==> src/rtl/kbd_pkg.sv <==
package kbd_pkg;
    localparam int BYTE_W = 8;
    localparam int CODE_W = BYTE_W - 1;

    typedef struct packed {
        logic [BYTE_W-1:0] data;
        logic [BYTE_W-1:0] strb;
    } kbd_state_t;
endpackage

==> src/rtl/kbd_decode.sv <==
module kbd_decode #(
    parameter int                ADDR_W   = 16,
    parameter int                NUM_BTN  = 3,
    parameter logic [ADDR_W-1:0] DATA_ADR = 16'hC000,
    parameter logic [ADDR_W-1:0] CLR_ADR  = 16'hC010,
    parameter logic [ADDR_W-1:0] BTN_ADR  = 16'hC061
) (
    input  logic [ADDR_W-1:0]  addr,
    input  logic               rd,
    input  logic               wr,
    output logic               rd_data,
    output logic               clr_evt,
    output logic [NUM_BTN-1:0] rd_btn
);
    assign rd_data = rd && (addr == DATA_ADR);
    assign clr_evt = (rd || wr) && (addr == CLR_ADR);

    for (genvar i = 0; i < NUM_BTN; i++) begin : g_btn
        localparam logic [ADDR_W-1:0] ThisAdr = ADDR_W'(BTN_ADR + i);
        assign rd_btn[i] = rd && (addr == ThisAdr);
    end
endmodule

==> src/rtl/kbd_regs.sv <==
module kbd_regs
    import kbd_pkg::*;
(
    input  logic              clk,
    input  logic              rst_n,
    input  logic              key_valid,
    input  logic [CODE_W-1:0] key_code,
    input  logic              clr_evt,
    output logic [BYTE_W-1:0] data_q,
    output logic [BYTE_W-1:0] strb_q
);
    kbd_state_t st_d, st_q;

    always_comb begin
        st_d = st_q;
        if (clr_evt) begin
            st_d.data[BYTE_W-1] = 1'b0;
            st_d.strb[BYTE_W-1] = 1'b0;
        end
        if (key_valid) begin
            st_d.data = {1'b1, key_code};
            st_d.strb = {1'b1, key_code};
        end
    end

    always_ff @(posedge clk or negedge rst_n) begin
        if (!rst_n) begin
            st_q <= '0;
        end else begin
            st_q <= st_d;
        end
    end

    assign data_q = st_q.data;
    assign strb_q = st_q.strb;
endmodule

==> src/rtl/kbd_rdmux.sv <==
module kbd_rdmux
    import kbd_pkg::*;
#(
    parameter int NUM_BTN = 3
) (
    input  logic               rd,
    input  logic               rd_data,
    input  logic               clr_evt,
    input  logic [NUM_BTN-1:0] rd_btn,
    input  logic [BYTE_W-1:0]  data_q,
    input  logic [BYTE_W-1:0]  strb_q,
    input  logic [NUM_BTN-1:0] btn,
    output logic [BYTE_W-1:0]  rdata,
    output logic               hit
);
    logic [NUM_BTN-1:0] btn_bit;

    for (genvar i = 0; i < NUM_BTN; i++) begin : g_bsel
        assign btn_bit[i] = rd_btn[i] & btn[i];
    end

    always_comb begin
        rdata = '0;
        if (rd_data) begin
            rdata = data_q;
        end else if (clr_evt && rd) begin
            rdata = strb_q;
        end else if (|rd_btn) begin
            rdata = {|btn_bit, {(BYTE_W-1){1'b0}}};
        end
    end

    assign hit = rd_data || clr_evt || (|rd_btn);
endmodule

==> src/rtl/kbd_latch.sv <==
module kbd_latch
    import kbd_pkg::*;
#(
    parameter int                ADDR_W   = 16,
    parameter int                NUM_BTN  = 3,
    parameter logic [ADDR_W-1:0] DATA_ADR = 16'hC000,
    parameter logic [ADDR_W-1:0] CLR_ADR  = 16'hC010,
    parameter logic [ADDR_W-1:0] BTN_ADR  = 16'hC061
) (
    input  logic               clk,
    input  logic               rst_n,
    input  logic [ADDR_W-1:0]  bus_addr,
    input  logic               bus_rd,
    input  logic               bus_wr,
    output logic [BYTE_W-1:0]  bus_rdata,
    output logic               bus_hit,
    input  logic               key_valid,
    input  logic [CODE_W-1:0]  key_code,
    input  logic [NUM_BTN-1:0] btn
);
    logic               rd_data;
    logic               clr_evt;
    logic [NUM_BTN-1:0] rd_btn;
    logic [BYTE_W-1:0]  kbd_data;
    logic [BYTE_W-1:0]  kbd_strb;

    kbd_decode #(
        .ADDR_W  (ADDR_W),
        .NUM_BTN (NUM_BTN),
        .DATA_ADR(DATA_ADR),
        .CLR_ADR (CLR_ADR),
        .BTN_ADR (BTN_ADR)
    ) u_dec (
        .addr   (bus_addr),
        .rd     (bus_rd),
        .wr     (bus_wr),
        .rd_data(rd_data),
        .clr_evt(clr_evt),
        .rd_btn (rd_btn)
    );

    kbd_regs u_regs (
        .clk      (clk),
        .rst_n    (rst_n),
        .key_valid(key_valid),
        .key_code (key_code),
        .clr_evt  (clr_evt),
        .data_q   (kbd_data),
        .strb_q   (kbd_strb)
    );

    kbd_rdmux #(
        .NUM_BTN(NUM_BTN)
    ) u_mux (
        .rd     (bus_rd),
        .rd_data(rd_data),
        .clr_evt(clr_evt),
        .rd_btn (rd_btn),
        .data_q (kbd_data),
        .strb_q (kbd_strb),
        .btn    (btn),
        .rdata  (bus_rdata),
        .hit    (bus_hit)
    );
endmodule

==> config.mk <==
export PLATFORM = sky130hd
export DESIGN_NAME = kbd_latch
export DESIGN_NICKNAME = d
export VERILOG_FILES = /design/src/rtl/kbd_pkg.sv /design/src/rtl/kbd_decode.sv /design/src/rtl/kbd_regs.sv /design/src/rtl/kbd_rdmux.sv /design/src/rtl/kbd_latch.sv
export SDC_FILE = /design/constraint.sdc
export NUM_CORES = 1
export LEC_CHECK = 0
export CAP_MARGIN = 20
export CORE_MARGIN = 5
export CORE_UTILIZATION = 33
export CTS_CLUSTER_DIAMETER = 150
export DETAILED_ROUTE_END_ITERATION = 10
export GPL_ROUTABILITY_DRIVEN = 0
export PLACE_DENSITY = 0.74
export SETUP_SLACK_MARGIN = 0.5
export SLEW_MARGIN = 20
export SYNTH_ARGS = -nofsm -noshare
export SYNTH_HDL_FRONTEND = slang
export SYNTH_HIERARCHICAL = 1
export SYNTH_SLANG_ARGS = --single-unit
==> constraint.sdc <==
create_clock -name clk -period 2.1 [get_ports clk]
set_input_delay 0.42 -clock clk [delete_from_list [all_inputs] [get_ports clk]]
set_output_delay 0.42 -clock clk [all_outputs]
set_load 0.005 [all_outputs]
* Yosys cells after proc, flatten, opt, wreduce, memory -nomap -nowiden *
Cells that the tools add are included.

storage, ports and cells
  register bits = 9
  input port bits = 31
  output and inout bits = 9
  word-level logic and storage cells = 28

cells by class
  eq/ne operators = 5
  multiplexer cells = 5
  bitwise gates (word level) = 3
  reductions and logical operators = 12

operators by type and width
  cell                  number
  $eq 16x16->1 const B  5
  $mux 8                3
  $mux 16               1
  $logic_and 1x1->1     6
  $reduce_or 3->1       2
  $and 1x1->1           3
  $logic_or 1x1->1      3
  $reduce_bool 2->1     1
  $mux 1                1

* Logic depth before layout (Yosys ltp) *
Gate-level depths: netlist of the first run.

  depth after elaboration = 7
  gate-level depth with buffers = 7
  mapped depth without buffers = 6

* Hierarchy *
Netlist of the first run, hierarchy kept.

by module, submodules not included
  module      times used  cells each  area each (µm²)
  kbd_regs    1           26          389.1
  kbd_rdmux   1           32          171.4
  kbd_decode  1           17          131.4

* Worst setup path before layout of the first run *
No wires, ideal clock.

  path kind = input to output
  start point = in bus_addr[9]
  end point = out bus_rdata[6]
  arrival = 1767 ps
  setup slack = -87 ps
  stages on the path = 6
  buffers on the path = 1
  cell sequence = nor4_4 -> nand4_2 -> nor3_1 -> buf_2 -> nand2_1 -> o21ai_1

between the ends
  elaborated cells on any way between the ends = 7
  those cells by class = eq/ne: 2; mux: 2; reduce/logical: 3

RTL lines
  element             line              RTL
  start: declaration  kbd_latch.sv:12   input logic [ADDR_W-1:0] bus_addr,
  $eq 16x16->1        kbd_decode.sv:15  assign rd_data = rd && (addr == DATA_ADR);
  $logic_and 1x1->1   kbd_decode.sv:15
  via rd_data         kbd_latch.sv:21   logic rd_data;
  $mux 8              kbd_rdmux.sv:24   if (rd_data) begin
  end: declaration    kbd_latch.sv:15   output logic [BYTE_W-1:0] bus_rdata,

The timed path passes the listed nets, and every way through them passes these cells.

* Worst setup path in the final report of the first run *
  start point = in bus_wr
  end point = out bus_rdata[7]

between the ends
  cells in the longest elaborated chain, start to end = 5

RTL lines
  element             line              RTL
  start: declaration  kbd_latch.sv:14   input logic bus_wr,
  $logic_or 1x1->1    kbd_decode.sv:16  assign clr_evt = (rd || wr) && (addr == CLR_ADR);
  $logic_and 1x1->1   kbd_decode.sv:16
  via clr_evt         kbd_latch.sv:22   logic clr_evt;
  $logic_and 1x1->1   kbd_rdmux.sv:26   end else if (clr_evt && rd) begin
  $mux 8              kbd_rdmux.sv:26
  $mux 8              kbd_rdmux.sv:24

The timed path passes the listed nets, and every way through them passes these cells.

==> results of run 1 <==
[power by group through the flow]
| stage | clock network (µW) | logic [µW] | registers (µW) |
|---|---|---|---|
| 4_1_cts | 118 | 110 | 180 |
| 3_3_place_gp | 0 | 106 | 180 |
| 2_1_floorplan | 0 | 52.3 | 179 |
| 3_5_place_dp | 0 | 108 | 181 |
| 6_report | 121 | 114 | 184 |
| 5_1_grt | 133 | 121 | 186 |
[through the flow]
step / setup TNS (ns) / power [µW] / instances
2_1_floorplan: 0 / 231 / 75
3_3_place_gp: -7.24 / 286 / 138
3_5_place_dp: -7.77 / 289 / 138
4_1_cts: -1.99 / 407 / 163
5_1_grt: -3.14 / 441 / 166
6_report: -2.47 / 419 / 166
[what timing repair did]
action,in CTS,in global routing
gates cloned,1,0
pin swaps,18,11
gates resized for setup,118,28
endpoints found under the setup margin,10,9
buffers inserted,21,3
[cells by family (layout without fill, tap and decap cells)]
group | Yosys count | in the layout | share of synthesized area, %
compound gates | 11 | 11 | 10.3
buf+inv | 13 | 76 | 13.7
flops | 8 | 8 | 28.9
mux | 7 | 7 | 15.2
simple gates | 36 | 37 | 31.8
[critical path, cell delays in order]
cell and delay, ns:
clkdlybuf4s50_1 0.43, o21ai_2 0.19, nor3_4 0.08, buf_4 0.13, and2_4 0.16, buf_6 0.11, buf_6 0.10, nor2b_4 0.11
o31ai_2 0.15, buf_2 0.14
[per-layer routing]
metal | wire (µm) | GRT usage (%) | up-vias
met5 | 0 | 0 | -
met4 | 131 | 4.86 | 0
met3 | 119 | 5.34 | 14
met2 | 1470 | 29.2 | 33
met1 | 942 | 15.7 | 376
li1 | - | - | 390
[layout make-up]
| type | instances | area share [%] |
|---|---|---|
| Timing Repair Buffer | 71 | 44.8 |
| Multi-Input combinational cell | 55 | 37.5 |
| Inverter | 2 | 0.504 |
| Sequential cell | 8 | 13.4 |
| Tap cell | 27 | 2.27 |
| Clock buffer | 3 | 1.51 |
[final timing paths]
kind                               endpoint  cells after the start  slack (ns)
setup / recovery               bus_rdata[7]                     10       -0.35
hold / removal             u_regs/strb_q[6]                      1        0.43
setup reg to reg           u_regs/strb_q[6]                      1        1.27
hold reg to reg            u_regs/strb_q[4]                      1        0.56
max in group asynchronous  u_regs/strb_q[4]                      1        1.39
min in group clk           u_regs/strb_q[4]                      1        0.56
[placed cells by master (no fill, tap or decap), types with 5 or more instances in the layout]
cell type        count
o21ai_2              5
nand2_1              8
buf_6               20
buf_2               12
buf_4               12
mux2_4               7
nor3_4               5
clkdlybuf4s50_1     13
nand2_2              7
dfrtp_1              8
==> results.ini, run 1 <==
[final_layout]
diodes = 0
syn_to_final_growth_pct = 115
design_area_mm2 = 0.00149
seqCellArea_um2 = 200
drive_gt1_share_pct = 66.9
largest_reg_flops = 8
fill_cells = 121
fin_util_pct = 75.2
multi_input_area_um2 = 559
final_nets = 172

[min_path]
hp-class = in -> async

[routing]
viasPerCell = 4.90
vias = 813
drt-pass1-iter-count = 4
drc = 0
drtIter0Drc = 26
wl_um = 2670
drtAntennaViolNets = 0
wire_per_inst_um = 16.1

[critical_path]
crit_start = bus_wr
cp_max_fo = 3
arrival_ns = 2.03
endpoint_kind = output pin
required_ns = 1.68
start_kind = input pin
timing.rr.start = u_regs/strb_q[6]
crit_type = in -> out

[floorplanning]
core_mm2 = 0.00198
std_cell_rows = 16
die_w_um = 55.8
floorplan.initialDensity_pct = 34.9
io_pins = 40
die_area_mm2 = 0.00311
dieHeight_um = 55.8

[placed_design]
io_buffers = 39
place_ws_ns = -0.978
placed_area_mm2 = 0.00113
hpwl_um = 1480

[yosys]
ys_async_sr_fraction_pct = 100
synth_top_area_share_pct = 28.9
syn-cell-area_um2 = 692
syn_avg_cell_area_um2 = 9.23
synth_edf_count = 0
syn-instance-count = 75
synth_area_leader_cell = dfrtp_1
ys.warnings.count = 6
syn_nets = 106
synthTopCellsByCount = nand2_1 (17), buf_4 (8), dfrtp_1 (8), mux2_4 (7), nor3_1 (7)
yosysMostFrequentCell = nand2_1
yosysSeqAreaShare_pct = 28.9
yosys-top-cells-area = dfrtp_1 (29%), mux2_4 (15%), nand2_1 (9.2%)
synth_flop_cell = dfrtp_1
yosys_register_bits = 8
ys_types = 23

[grt]
grt_usage_pct = 15.5
overflow = 0
grt_pass1_wl_um = 3790
antenna_found_initial = 0
grt_max_degree = 9
grt_pass1_vias = 842

[pwr]
p_switching_uw = 110
power.density_mw_per_mm2 = 281
seqPwrFrac_pct = 43.9
p_comb_share_pct = 27.1
power.leakage_uw = 0.000704
switching_share_pct = 26.3
intPower_uw = 309
peakVddDrop_uv = 372
pwr-share-clk_pct = 29.0

[sta]
hold_violations = 0
max_clock_freq_mhz = 409
final_max_slew_viol_count = 0
grt_setup_unrepaired = yes
relSlewSlack_pct = 67.2
tightest_slew_ns = 0.491
hold_ws_ns = 0.435
setup_ws_ns = -0.346
finalCriticalPeriod_ns = 2.45
setup_violations = 9
fin_skew_ns = 0
fin_crit_sh_pct = 116

[clock_network]
tritoncts = done
clock_path_buffers = 2
clk_pin_slew_ns = 0.06
cts_made_buffers = 3
cts_root_buf = clkbuf_4
cts_hold_buf = 0
clock_sinks = 8
h-tree-depth = 1
clkLatencyLatePin_ns = 0.26

[status]
failed_checks = negative setup slack
outcome = finished with violations

[run]
drv_cap = 0

Power figures use the tool's default switching activity.
==> inputs of run 2 (changes only) <==
--- a/config.mk
+++ b/config.mk
@@ -5,7 +5,6 @@
 export SDC_FILE = /design/constraint.sdc
 export NUM_CORES = 1
 export LEC_CHECK = 0
-export CAP_MARGIN = 20
 export CORE_MARGIN = 5
 export CORE_UTILIZATION = 33
 export CTS_CLUSTER_DIAMETER = 150
==> results of run 2 <==
Same layout as run 1: the final DEF is identical, and so are final timing and power.
==> inputs of run 3 (changes only) <==
--- a/config.mk
+++ b/config.mk
@@ -6,11 +6,11 @@
 export NUM_CORES = 1
 export LEC_CHECK = 0
 export CORE_MARGIN = 5
-export CORE_UTILIZATION = 33
+export CORE_UTILIZATION = 40
 export CTS_CLUSTER_DIAMETER = 150
 export DETAILED_ROUTE_END_ITERATION = 10
 export GPL_ROUTABILITY_DRIVEN = 0
-export PLACE_DENSITY = 0.74
+export PLACE_DENSITY = 0.84
 export SETUP_SLACK_MARGIN = 0.5
 export SLEW_MARGIN = 20
 export SYNTH_ARGS = -nofsm -noshare
==> constraint.sdc (replaced) <==
create_clock -name clk -period 3 [get_ports clk]
set_input_delay 0.6 -clock clk [delete_from_list [all_inputs] [get_ports clk]]
set_output_delay 0.6 -clock clk [all_outputs]
set_load 0.005 [all_outputs]
==> results.ini, run 3 (synthesis gave the netlist of run 1 again) <==
[status]
outcome = complete, no violations

[routing]
drtAntennaViolNets = 0  ; unchanged
wl_um = 2700  ; +1.3%
vias = 826  ; +1.6%
viasPerCell = 5.51  ; +12%
wire_per_inst_um = 18.0  ; +12%
drc = 0  ; unchanged
drt-pass1-iter-count = 6  ; +2
drtIter0Drc = 25  ; -3.8%

[floorplanning]
dieHeight_um = 51.6  ; -7.5%
core_mm2 = 0.00169  ; -15%
floorplan.initialDensity_pct = 41.0  ; +6.1 points
die_area_mm2 = 0.00266  ; -14%
std_cell_rows = 15  ; -1
die_w_um = 51.6  ; -7.5%
io_pins = 40  ; unchanged

[pwr]
pwr-share-clk_pct = 28.7  ; -0.3 points
power.density_mw_per_mm2 = 216  ; -23%
switching_share_pct = 25.3  ; -1.1 points
p_switching_uw = 72.4  ; -34%
peakVddDrop_uv = 211  ; -43%
intPower_uw = 214  ; -31%
power.leakage_uw = 0.000642  ; -8.8%
power.total_uw = 286  ; -32%
p_comb_share_pct = 26.8  ; -0.3 points
seqPwrFrac_pct = 44.5  ; +0.6 points

[final_layout]
syn_to_final_growth_pct = 91.3
fill_cells = 98  ; -19%
largest_reg_flops = 8  ; unchanged
diodes = 0  ; unchanged
drive_gt1_share_pct = 61.7  ; -5.3 points
final_common_cell = buf_4
final_nets = 166  ; -3.5%
final_cell_mix = buf_4 (16), nand2_1 (15), clkdlybuf4s50_1 (13), buf_6 (13), buf_2 (13)

[grt]
overflow = 0  ; unchanged
grt_max_degree = 9  ; unchanged
antenna_found_initial = 0  ; unchanged
grt_pass1_wl_um = 4010  ; +5.8%
grt_usage_pct = 21.2  ; +5.8 points
grt_pass1_vias = 900  ; +6.9%

[critical_path]
crit_family = buffers and inverters
crit_slowest_cell = clkdlybuf4s50_1
crit_type = in -> out
path_cells = clkdlybuf4s50_1 -> o21ai_1 -> nor3_4 -> and2_4 -> buf_6 -> buf_6 -> nor2b_4 -> o31ai_2 -> buf_2
cp_common_cell = buf_6
required_ns = 2.40  ; +0.72 ns
crit_path_max_incr_delay_ns = 0.40  ; -0.03 ns
crit_buf_inv = 4  ; -1
arrival_ns = 2.16  ; +0.13 ns
start_kind = input pin
endpoint_kind = output pin
cp_max_fo = 3  ; unchanged

[sta]
fin_crit_sh_pct = 92.1
tightest_slew_ns = 0.490  ; -0.000651 ns
setup_violations = 0  ; -9
hold_ws_ns = 0.551  ; +0.116 ns
max_clock_freq_mhz = 362
hold_violations = 0  ; unchanged
relSlewSlack_pct = 67.2  ; about the same
finalCriticalPeriod_ns = 2.76
fin_skew_ns = 0  ; unchanged
final_max_slew_viol_count = 0  ; unchanged
setup_ws_ns = 0.238  ; +0.584 ns
grt_setup_unrepaired = yes

[clock_network]
h-tree-depth = 1  ; unchanged
cts_hold_buf = 0  ; unchanged
cts_made_buffers = 3  ; unchanged
clk_pin_slew_ns = 0.05  ; about the same
tritoncts = done
clock_path_buffers = 2  ; unchanged
clock_sinks = 8  ; unchanged
cts_root_buf = clkbuf_4
clkLatencyLatePin_ns = 0.25  ; about the same

[min_path]
hp-class = reg -> reg

[placed_design]
io_buffers = 39  ; unchanged
place_ws_ns = -0.506  ; +0.471 ns
hpwl_um = 1550  ; +5.0%

[run]
drv_cap = 0  ; unchanged

## run 3: cell types whose count changed in the layout (fill, tap and decap cells not counted), sizes merged
cell,before,now
buf,48,43
dlygate4sd2,4,3
clkbuf,4,7
clkdlybuf4s15,5,1
bufbuf,0,1
## run 3: path summary, 6_finish.rpt
kind / endpoint / start / cells after the start / slack, ns
worst max-delay path: bus_rdata[7] / bus_wr / 9 / 0.24
worst min-delay path: u_regs/strb_q[0] / u_regs/strb_q[0] / 1 / 0.55
worst max register to register: u_regs/strb_q[2] / u_regs/strb_q[2] / 1 / 2.18
worst min register to register: u_regs/strb_q[0] / u_regs/strb_q[0] / 1 / 0.55
max in group asynchronous: u_regs/strb_q[2] / rst_n / 1 / 2.12
min in group asynchronous: u_regs/strb_q[7] / rst_n / 1 / 0.62
## run 3: final cells by class
| type | count | area, µm² | share of cell area, % |
|---|---|---|---|
| timing repair buffer | 65 | 566 | 42.7 |
| multi-input combinational | 55 | 507 | 38.3 |
| tap | 17 | 21.3 | 1.61 |
| sequential | 8 | 200 | 15.1 |
| inverter | 2 | 7.51 | 0.567 |
| clock buffer | 3 | 22.5 | 1.70 |
## run 3: routing by layer
layer  global-route usage [%]  vias to the layer above  wire length, µm
li1                         -                      374                -
met1                     17.9                      405              903
met2                     40.7                       34             1550
met3                     4.01                       13              115
met4                     19.7                        0              132
met5                        0                        -                0
## run 3: power by group through the flow
stage / Sequential (µW) / Clock, µW / Combinational, µW
finish: 127 / 82.2 / 76.8
global route: 129 / 91.8 / 81.5
CTS: 127 / 87.1 / 73.4
floorplan: 125 / 0 / 36.2
global placement: 127 / 0 / 72.8
detailed placement: 128 / 0 / 74.9
## run 3: stage by stage
stage | cells | cell area, µm² | setup TNS [ns] | utilization [%]
finish | 150 | 1320 | 0 | 78.4
global route | 150 | 1320 | 0 | 78.4
CTS | 148 | 1270 | 0 | 75.5
detailed placement | 130 | 1100 | -3.37 | 64.9
global placement | 130 | 1100 | -2.62 | 64.9
floorplan | 75 | 697 | 0 | -
## run 3: repair_timing
action | 4_1_cts | 5_1_grt
setup buffers | 13 | 2
resized for setup | 112 | 21
setup endpoints to repair | 9 | 9
cloned | 2 | 0
endpoints found under the hold margin | 0 | 0
pin swaps | 17 | 14
